`config.mk`:
```
export PLATFORM = sky130hd
export DESIGN_NAME = eccmem_top
export DESIGN_NICKNAME = d
export VERILOG_FILES = /design/src/rtl/eccmem_pkg.sv /design/src/rtl/eccmem_enc.sv /design/src/rtl/eccmem_dec.sv /design/src/rtl/eccmem_ram.sv /design/src/rtl/eccmem_log.sv /design/src/rtl/eccmem_top.sv
export SDC_FILE = /design/constraint.sdc
export NUM_CORES = 2
export LEC_CHECK = 0
export BUFFER_PORTS_ARGS = -buffer_cell sky130_fd_sc_hd__buf_2
export CORE_ASPECT_RATIO = 0.8
export CORE_UTILIZATION = 55
export DETAILED_ROUTE_END_ITERATION = 10
export GPL_ROUTABILITY_DRIVEN = 1
export MAX_ROUTING_LAYER = met4
export PLACE_DENSITY = 0.72
export REMOVE_ABC_BUFFERS = 1
export SLEW_MARGIN = 20
export SYNTH_ARGS = -nofsm -noshare
export SYNTH_HDL_FRONTEND = slang
export SYNTH_SLANG_ARGS = --single-unit
```
`constraint.sdc`:
```
create_clock -name clk -period 8.68 [get_ports clk]
set_clock_uncertainty 0.15 [all_clocks]
set_input_delay 0.434 -clock clk [delete_from_list [all_inputs] [get_ports clk]]
set_output_delay 0.434 -clock clk [all_outputs]
set_load 0.02 [all_outputs]
```
`src/rtl/eccmem_pkg.sv`:
```
package eccmem_pkg;
  localparam int DATA_W = 32;
  localparam int CODE_W = 39;
  localparam int SYN_W  = 7;

  typedef enum logic {ST_IDLE, ST_CHK} eccmem_state_e;

  function automatic logic is_pow2(input int p);
    return (p & (p - 1)) == 0;
  endfunction

  // place data bits on non-power-of-two positions, then fill check bits
  function automatic logic [CODE_W-1:0] ecc_encode(input logic [DATA_W-1:0] d);
    logic [CODE_W-1:0] c;
    logic x;
    int k;
    c = '0;
    k = 0;
    for (int p = 1; p < CODE_W; p++) begin
      if (!is_pow2(p)) begin
        c[p] = d[k];
        k++;
      end
    end
    for (int i = 0; i < SYN_W - 1; i++) begin
      x = 1'b0;
      for (int p = 1; p < CODE_W; p++) if (p[i]) x ^= c[p];
      c[1 << i] = x;
    end
    c[0] = ^c[CODE_W-1:1];
    return c;
  endfunction

  function automatic logic [SYN_W-2:0] ecc_position(input logic [CODE_W-1:0] c);
    logic [SYN_W-2:0] s;
    s = '0;
    for (int p = 1; p < CODE_W; p++) if (c[p]) s ^= p[SYN_W-2:0];
    return s;
  endfunction

  function automatic logic [DATA_W-1:0] ecc_extract(input logic [CODE_W-1:0] c);
    logic [DATA_W-1:0] d;
    int k;
    d = '0;
    k = 0;
    for (int p = 1; p < CODE_W; p++) begin
      if (!is_pow2(p)) begin
        d[k] = c[p];
        k++;
      end
    end
    return d;
  endfunction
endpackage

```
`src/rtl/eccmem_enc.sv`:
```
module eccmem_enc
  import eccmem_pkg::*;
(
  input  logic [DATA_W-1:0] data_in,
  input  logic [CODE_W-1:0] flip_mask,
  output logic [CODE_W-1:0] code_out
);
  always_comb code_out = ecc_encode(data_in) ^ flip_mask;
endmodule

```
`src/rtl/eccmem_dec.sv`:
```
module eccmem_dec
  import eccmem_pkg::*;
(
  input  logic [CODE_W-1:0] code_in,
  output logic [CODE_W-1:0] code_fix,
  output logic [DATA_W-1:0] data_fix,
  output logic [SYN_W-1:0]  syndrome,
  output logic              err_single,
  output logic              err_double
);
  logic [SYN_W-2:0] pos;
  logic             par;

  always_comb begin
    pos        = ecc_position(code_in);
    par        = ^code_in;
    syndrome   = {par, pos};
    err_single = 1'b0;
    err_double = 1'b0;
    code_fix   = code_in;
    if (par) begin
      if (pos <= (SYN_W-1)'(CODE_W - 1)) begin
        err_single = 1'b1;
        code_fix   = code_in ^ (CODE_W'(1) << pos);
      end else begin
        err_double = 1'b1;
      end
    end else if (pos != '0) begin
      err_double = 1'b1;
    end
    data_fix = ecc_extract(code_fix);
  end
endmodule

```
`src/rtl/eccmem_ram.sv`:
```
module eccmem_ram #(
  parameter int ADDR_W = 6,
  parameter int WIDTH  = 39,
  localparam int DEPTH = 1 << ADDR_W
) (
  input  logic              clk,
  input  logic              we,
  input  logic [ADDR_W-1:0] waddr,
  input  logic [WIDTH-1:0]  wdata,
  input  logic              re,
  input  logic [ADDR_W-1:0] raddr,
  output logic [WIDTH-1:0]  rdata
);
  logic [WIDTH-1:0] mem [DEPTH];

  always_ff @(posedge clk) begin
    if (we) mem[waddr] <= wdata;
    if (re) rdata <= mem[raddr];
  end
endmodule

```
`src/rtl/eccmem_log.sv`:
```
module eccmem_log #(
  parameter int ADDR_W = 6,
  parameter int SYN_W  = 7,
  parameter int DEPTH  = 16,
  localparam int IW    = $clog2(DEPTH)
) (
  input  logic              clk,
  input  logic              rst_n,
  input  logic              wr_en,
  input  logic [ADDR_W-1:0] wr_addr,
  input  logic [SYN_W-1:0]  wr_syn,
  input  logic              wr_dbl,
  input  logic [IW-1:0]     rd_idx,
  output logic [ADDR_W-1:0] rd_addr,
  output logic [SYN_W-1:0]  rd_syn,
  output logic              rd_dbl,
  output logic [IW-1:0]     wptr
);
  logic [ADDR_W-1:0] addr_mem [DEPTH];
  logic [SYN_W-1:0]  syn_mem  [DEPTH];
  logic              dbl_mem  [DEPTH];

  always_ff @(posedge clk) begin
    if (!rst_n) begin
      wptr <= '0;
    end else if (wr_en) begin
      addr_mem[wptr] <= wr_addr;
      syn_mem[wptr]  <= wr_syn;
      dbl_mem[wptr]  <= wr_dbl;
      wptr           <= wptr + 1'b1;
    end
  end

  always_comb begin
    rd_addr = addr_mem[rd_idx];
    rd_syn  = syn_mem[rd_idx];
    rd_dbl  = dbl_mem[rd_idx];
  end
endmodule

```
`src/rtl/eccmem_top.sv`:
```
module eccmem_top
  import eccmem_pkg::*;
#(
  parameter int ADDR_W    = 6,
  parameter int LOG_DEPTH = 16,
  localparam int LOG_IW   = $clog2(LOG_DEPTH),
  localparam int LANES    = DATA_W / 8
) (
  input  logic              clk,
  input  logic              rst_n,
  input  logic              req_valid,
  output logic              req_ready,
  input  logic              req_write,
  input  logic [ADDR_W-1:0] req_addr,
  input  logic [DATA_W-1:0] req_wdata,
  input  logic [LANES-1:0]  req_be,
  output logic              rsp_valid,
  output logic [DATA_W-1:0] rsp_rdata,
  output logic              rsp_err,
  input  logic [CODE_W-1:0] inj_mask,
  input  logic              scrub_en,
  output logic              ce_irq,
  output logic              ue_rst_req,
  input  logic [LOG_IW-1:0] log_rd_idx,
  output logic [ADDR_W-1:0] log_rd_addr,
  output logic [SYN_W-1:0]  log_rd_syn,
  output logic              log_rd_dbl,
  output logic [LOG_IW-1:0] log_wptr
);
  eccmem_state_e     state;
  logic              accept, full_wr, in_chk;
  logic [ADDR_W-1:0] addr_q;
  logic [DATA_W-1:0] wdata_q, merged, enc_data;
  logic [LANES-1:0]  be_q;
  logic              wr_q;
  logic [CODE_W-1:0] inj_q, enc_flip, enc_code;
  logic              ram_we, ram_re;
  logic [ADDR_W-1:0] ram_waddr;
  logic [CODE_W-1:0] ram_wdata, ram_rdata;
  logic [CODE_W-1:0] dec_code;
  logic [DATA_W-1:0] dec_data;
  logic [SYN_W-1:0]  dec_syn;
  logic              dec_ce, dec_ue;

  assign req_ready = (state == ST_IDLE);
  assign in_chk    = (state == ST_CHK);
  assign accept    = req_valid && req_ready;
  assign full_wr   = req_write && (&req_be);

  always_ff @(posedge clk) begin
    if (!rst_n) begin
      state <= ST_IDLE;
    end else if (accept && !full_wr) begin
      state <= ST_CHK;
    end else if (in_chk) begin
      state <= ST_IDLE;
    end
  end

  always_ff @(posedge clk) begin
    if (accept) begin
      addr_q  <= req_addr;
      wdata_q <= req_wdata;
      be_q    <= req_be;
      wr_q    <= req_write;
      inj_q   <= inj_mask;
    end
  end

  // lane merge for partial writes: new byte where enabled, corrected old byte otherwise
  for (genvar l = 0; l < LANES; l++) begin : g_lane
    assign merged[8*l +: 8] = be_q[l] ? wdata_q[8*l +: 8] : dec_data[8*l +: 8];
  end

  assign enc_data = in_chk ? merged : req_wdata;
  assign enc_flip = in_chk ? inj_q  : inj_mask;

  eccmem_enc u_enc (
    .data_in  (enc_data),
    .flip_mask(enc_flip),
    .code_out (enc_code)
  );

  eccmem_dec u_dec (
    .code_in   (ram_rdata),
    .code_fix  (dec_code),
    .data_fix  (dec_data),
    .syndrome  (dec_syn),
    .err_single(dec_ce),
    .err_double(dec_ue)
  );

  always_comb begin
    ram_re    = accept && !full_wr;
    ram_we    = 1'b0;
    ram_waddr = req_addr;
    ram_wdata = enc_code;
    if (in_chk) begin
      ram_waddr = addr_q;
      if (wr_q) begin
        ram_we = !dec_ue;
      end else begin
        ram_we    = dec_ce && scrub_en;
        ram_wdata = dec_code;
      end
    end else begin
      ram_we = accept && full_wr;
    end
  end

  eccmem_ram #(.ADDR_W(ADDR_W), .WIDTH(CODE_W)) u_ram (
    .clk  (clk),
    .we   (ram_we),
    .waddr(ram_waddr),
    .wdata(ram_wdata),
    .re   (ram_re),
    .raddr(req_addr),
    .rdata(ram_rdata)
  );

  eccmem_log #(.ADDR_W(ADDR_W), .SYN_W(SYN_W), .DEPTH(LOG_DEPTH)) u_log (
    .clk    (clk),
    .rst_n  (rst_n),
    .wr_en  (in_chk && (dec_ce || dec_ue)),
    .wr_addr(addr_q),
    .wr_syn (dec_syn),
    .wr_dbl (dec_ue),
    .rd_idx (log_rd_idx),
    .rd_addr(log_rd_addr),
    .rd_syn (log_rd_syn),
    .rd_dbl (log_rd_dbl),
    .wptr   (log_wptr)
  );

  always_ff @(posedge clk) begin
    if (!rst_n) begin
      rsp_valid  <= 1'b0;
      rsp_rdata  <= '0;
      rsp_err    <= 1'b0;
      ce_irq     <= 1'b0;
      ue_rst_req <= 1'b0;
    end else begin
      rsp_valid  <= (accept && full_wr) || in_chk;
      rsp_rdata  <= (in_chk && !wr_q && !dec_ue) ? dec_data : '0;
      rsp_err    <= in_chk && dec_ue;
      ce_irq     <= in_chk && dec_ce;
      ue_rst_req <= in_chk && dec_ue;
    end
  end
endmodule

```
==> results list <==
- The flow ran to the end, and the final reports show no timing, DRC or antenna violations.
- Number of warnings issued by yosys: 0
- The wire-length estimate of the detail-placed layout is 170000 um.
- Once the floorplan was initialized, standard cells occupied 55.3% of the core.
* Final hold violation count: 0
* Final core area utilization: 62.7%
* Number of core rows: 148
- Relative max-transition margin: 24.8%
- Max frequency: 151 MHz
* Per-cell via count in the routed design: 6.81
- Crit path max fanout: 33
- Routed len/inst: 36.9 um
- DR iter-0 viols: 8853
- The netlist uses 74 different library cells.
* Post-Synthesis Cell Area: 112000 um2
- CTS placed an instance of sky130_fd_sc_hd__clkbuf_16 at the clock tree root.
- Vias in the first global route: 54048
* Power density over the cells: 267 nW/um2
- The max-slew violation count is 0.
- The first detailed-routing pass took 5 iterations.
* Period utilisation layout: 76.4%
* Sequential element share of the synthesized area: 76.6%
* Cell type with the highest aggregate area in the netlist: sky130_fd_sc_hd__edfxtp_1
- Yosys mapped a number of flops with a built-in enable equal to 2841.
* Worst Setup Start Kind: flop
- Setup repair after global routing left no endpoint under its margin.
- Htree depth: 5
- Longest Clk Path Bufs: 4
- The worst setup path is captured at a flop.
* Wire length reported by the detailed router: 302000 um
- In the global route stage, overall resource usage came out at 30.3%.
- WHS: 0.122 ns
- Instance area at placement: 118000 um2
- Clock latency at the later pin of the worst-skew pair: 0.93 ns
* Cell types occupying the most area after synthesis: sky130_fd_sc_hd__edfxtp_1, sky130_fd_sc_hd__mux4_2, sky130_fd_sc_hd__xnor2_1
- After synthesis the netlist holds a flip-flop and latch count of 2881.
- Transition time at the pin with the least slew margin: 1.12 ns
* Cell with the most instances on the worst path: sky130_fd_sc_hd__xnor2_1
- The tightest min-delay check is of the in -> reg type.
- The congestion estimate from routability-driven global placement came to 0.923.
* Final setup vio count: 0
- Clock period minus final worst setup slack: 6.63 ns
- Global-route wire length before repair: 418000 um
- The tree built by TritonCTS fans out to 2881 sinks.
* Design Power: 34.0 mW
* Clock transition at path regs: 0.07 ns
* Share of async-settable or async-resettable flops after synthesis: 0%
- After the last flow step, the layout net total stands at 5364.
- In the routed design, unresolved DRC markers number 0.
* Syn Area/Cell: 23.3 um2
* Number of buffers added by the clock tree synthesis step: 279
- At the worst endpoint, the arrival time is 7.16 ns.
- Cell-by-cell listing of the critical path: xnor2_1 -> xnor3_2 -> xor2_2 -> xnor2_2 -> inv_2 -> nand3_2 -> nor2_1 -> xnor2_1 -> o21ai_1 -> xnor2_1 -> xnor3_1 -> xnor3_1 -> xnor2_1 -> o22ai_1 -> a31o_2 -> buf_4
- Critical Path Slowest Stage Cell: sky130_fd_sc_hd__a31o_2
- Antenna violations before repair: 21
* Final standard cell area without fillers: 127000 um2
- Chip height: 406 um
- Once detail routing completed, the nets flagged for antenna violations numbered 0.
* Total leakage power: 39.6 nW
- The count of buffers added on input and output ports is 144.
- The die covers 206000 um2.
* Area share of the largest cell type after synthesis: 75.8%
- Placeable Area: 203000 um2
- Across all layers, the routed design uses 55640 vias.
- Setup total negative slack on the finished layout was measured at 0 ns.
* Grt ovf: 0
* Dominant synthesized flop cell: sky130_fd_sc_hd__edfxtp_1
* Crit-path max cell delay: 0.65 ns
* Share of layout cells above drive strength 1: 31.3%
* Die extent in x: 508 um
- TritonCTS built the clock tree.
- Entering global routing, the biggest net connects 118 pins.
- By startpoint and endpoint, the worst setup path is classified as reg -> reg.
- The tool flagged a number of max-cap violations equal to 0.
- # resized after CTS: 0
- At the worst endpoint, the required time is 9.21 ns.
- Compared with the post-synthesis result, the final layout area differs by 13.3%.
* Worst VDD drop: 455 uV
- Synthesis handed over a netlist of 4837 instances.
* I/O pin count: 145
[cells by family after synthesis]
group                      count (synthesis)  share of synthesized area, %
DFF                                     2881                          76.6
muxes                                    906                          17.8
and+or+nand+nor                          383                          1.53
buffers and inverters                    263                         0.917
xor gates and xnor gates                 217                          2.00
AOI/OAI and AO/OA                        183                          1.15
adders and majority gates                  4                        0.0445
[state kept, by name, indices dropped and copies added (netlist names)]
register        count
ce_irq              1
rsp_valid           1
u_log.syn_mem     112
u_log.addr_mem     96
be_q                4
u_ram.rdata        39
addr_q              6
u_ram.mem        2496
wr_q                1
rsp_rdata          32
u_log.dbl_mem      16
wdata_q            32
in_chk              1
ue_rst_req          1
inj_q              39
u_log.wptr          4
[per-layer routing]
metal	part of all wire [%]	track usage, %	vias to the layer above
met5	0	-	-
met3	12	6.57	538
met2	47	44.5	3973
met4	3.6	10.3	0
li1	-	-	21371
met1	38	42.8	29758
[power breakdown]
part           internal [mW]  switching (mW)  leakage, nW
sequential              17.5          0.0760         25.9
clock                   6.59            4.99         4.12
combinational           1.29            3.59         9.55
total                   25.4            8.66         39.6
[metrics by stage]
stage / std cells / setup slack [ns]
global route: 8163 / 1.75
detailed placement: 7607 / 2.12
floorplan: 4590 / -0.981
CTS: 8151 / 2.09
global placement: 7607 / 2.23
finish: 8167 / 2.05
[path summary, 6_finish.rpt]
kind                            slack [ns]                       start  depth (start not counted)                          to
worst max-delay path                  2.05   u_ram.rdata[15]$_DFFE_PP_                         16  u_ram.mem[55][4]$_DFFE_PP_
worst min-delay path                  0.12                inj_mask[31]                          2         inj_q[31]$_DFFE_PP_
worst max register to register        2.05   u_ram.rdata[15]$_DFFE_PP_                         16  u_ram.mem[55][4]$_DFFE_PP_
worst min register to register        0.45  u_log.wptr[1]$_SDFFE_PN0P_                          2  u_log.wptr[1]$_SDFFE_PN0P_
[cell type report]
cell class                      instances  area (um2)
Sequential cell                      2881       86100
Clock buffer                          353        7540
Multi-Input combinational cell       1693       26300
Fill cell                           13225       75900
Antenna cell                           15        37.5
Inverter                               16        65.1
Timing Repair Buffer                  399        3030
Tap cell                             2700        3380
Clock inverter                        110         910
[repair_timing]
action / CTS / global route
buffers inserted: 0 / 0
setup endpoints to repair: 0 / 0
hold buffers: 81 / 0
endpoints found under the hold margin: 109 / 0
[cell usage in the layout (no fill, tap or decap), types with 7 or more instances in the layout]
cell	n
sky130_fd_sc_hd__o21ai_0	20
sky130_fd_sc_hd__xnor2_2	10
sky130_fd_sc_hd__xnor3_1	12
sky130_fd_sc_hd__clkinv_1	57
sky130_fd_sc_hd__nor3_1	16
sky130_fd_sc_hd__xnor2_1	135
sky130_fd_sc_hd__edfxtp_1	2841
sky130_fd_sc_hd__mux2i_1	26
sky130_fd_sc_hd__xor2_1	51
sky130_fd_sc_hd__clkinv_2	29
sky130_fd_sc_hd__a21oi_1	23
sky130_fd_sc_hd__clkbuf_16	289
sky130_fd_sc_hd__nand2b_1	12
sky130_fd_sc_hd__nand3_1	10
sky130_fd_sc_hd__diode_2	15
sky130_fd_sc_hd__o211ai_1	7
sky130_fd_sc_hd__clkbuf_8	7
sky130_fd_sc_hd__a31oi_1	15
sky130_fd_sc_hd__buf_12	10
sky130_fd_sc_hd__nor2_4	65
sky130_fd_sc_hd__a211oi_1	19
sky130_fd_sc_hd__nor2_1	125
sky130_fd_sc_hd__nand2_1	75
sky130_fd_sc_hd__dfxtp_1	39
sky130_fd_sc_hd__buf_2	138
sky130_fd_sc_hd__o21a_1	9
sky130_fd_sc_hd__mux4_2	875
sky130_fd_sc_hd__bufinv_16	16
sky130_fd_sc_hd__buf_4	165
sky130_fd_sc_hd__nor2b_1	24
sky130_fd_sc_hd__o21ai_4	7
sky130_fd_sc_hd__clkbuf_1	57
sky130_fd_sc_hd__inv_1	10
sky130_fd_sc_hd__a21oi_4	32
sky130_fd_sc_hd__and2_1	13
sky130_fd_sc_hd__and3_1	8
sky130_fd_sc_hd__dlygate4sd3_1	81
[critical path: cells and delay by family (launching register included)]
kind	cells	cell delay, ns
xor gates and xnor gates	9	3.41
AOI/OAI and AO/OA	3	1.08
buffers and inverters	2	0.73
and+or+nand+nor	2	0.56
DFF	1	0.46
[synthesized netlist by cell type, drive strengths merged, types with 4 or more instances]
cell / instances
nand2b: 12
or3: 6
dfxtp: 40
o21a: 9
nand2: 75
and3: 8
buf: 82
xnor2: 148
o211ai: 8
nor3: 22
mux2: 5
a21oi: 58
o21ai: 32
a31oi: 15
a221oi: 5
clkbuf: 165
nor2b: 26
o32ai: 6
nor2: 196
a22oi: 4
mux4: 875
edfxtp: 2841
xor2: 55
nand3: 15
a311oi: 5
xnor3: 14
ha: 4
and2: 13
mux2i: 26
inv: 15
a211oi: 20
Note: power is estimated with default switching activity, not from simulation.
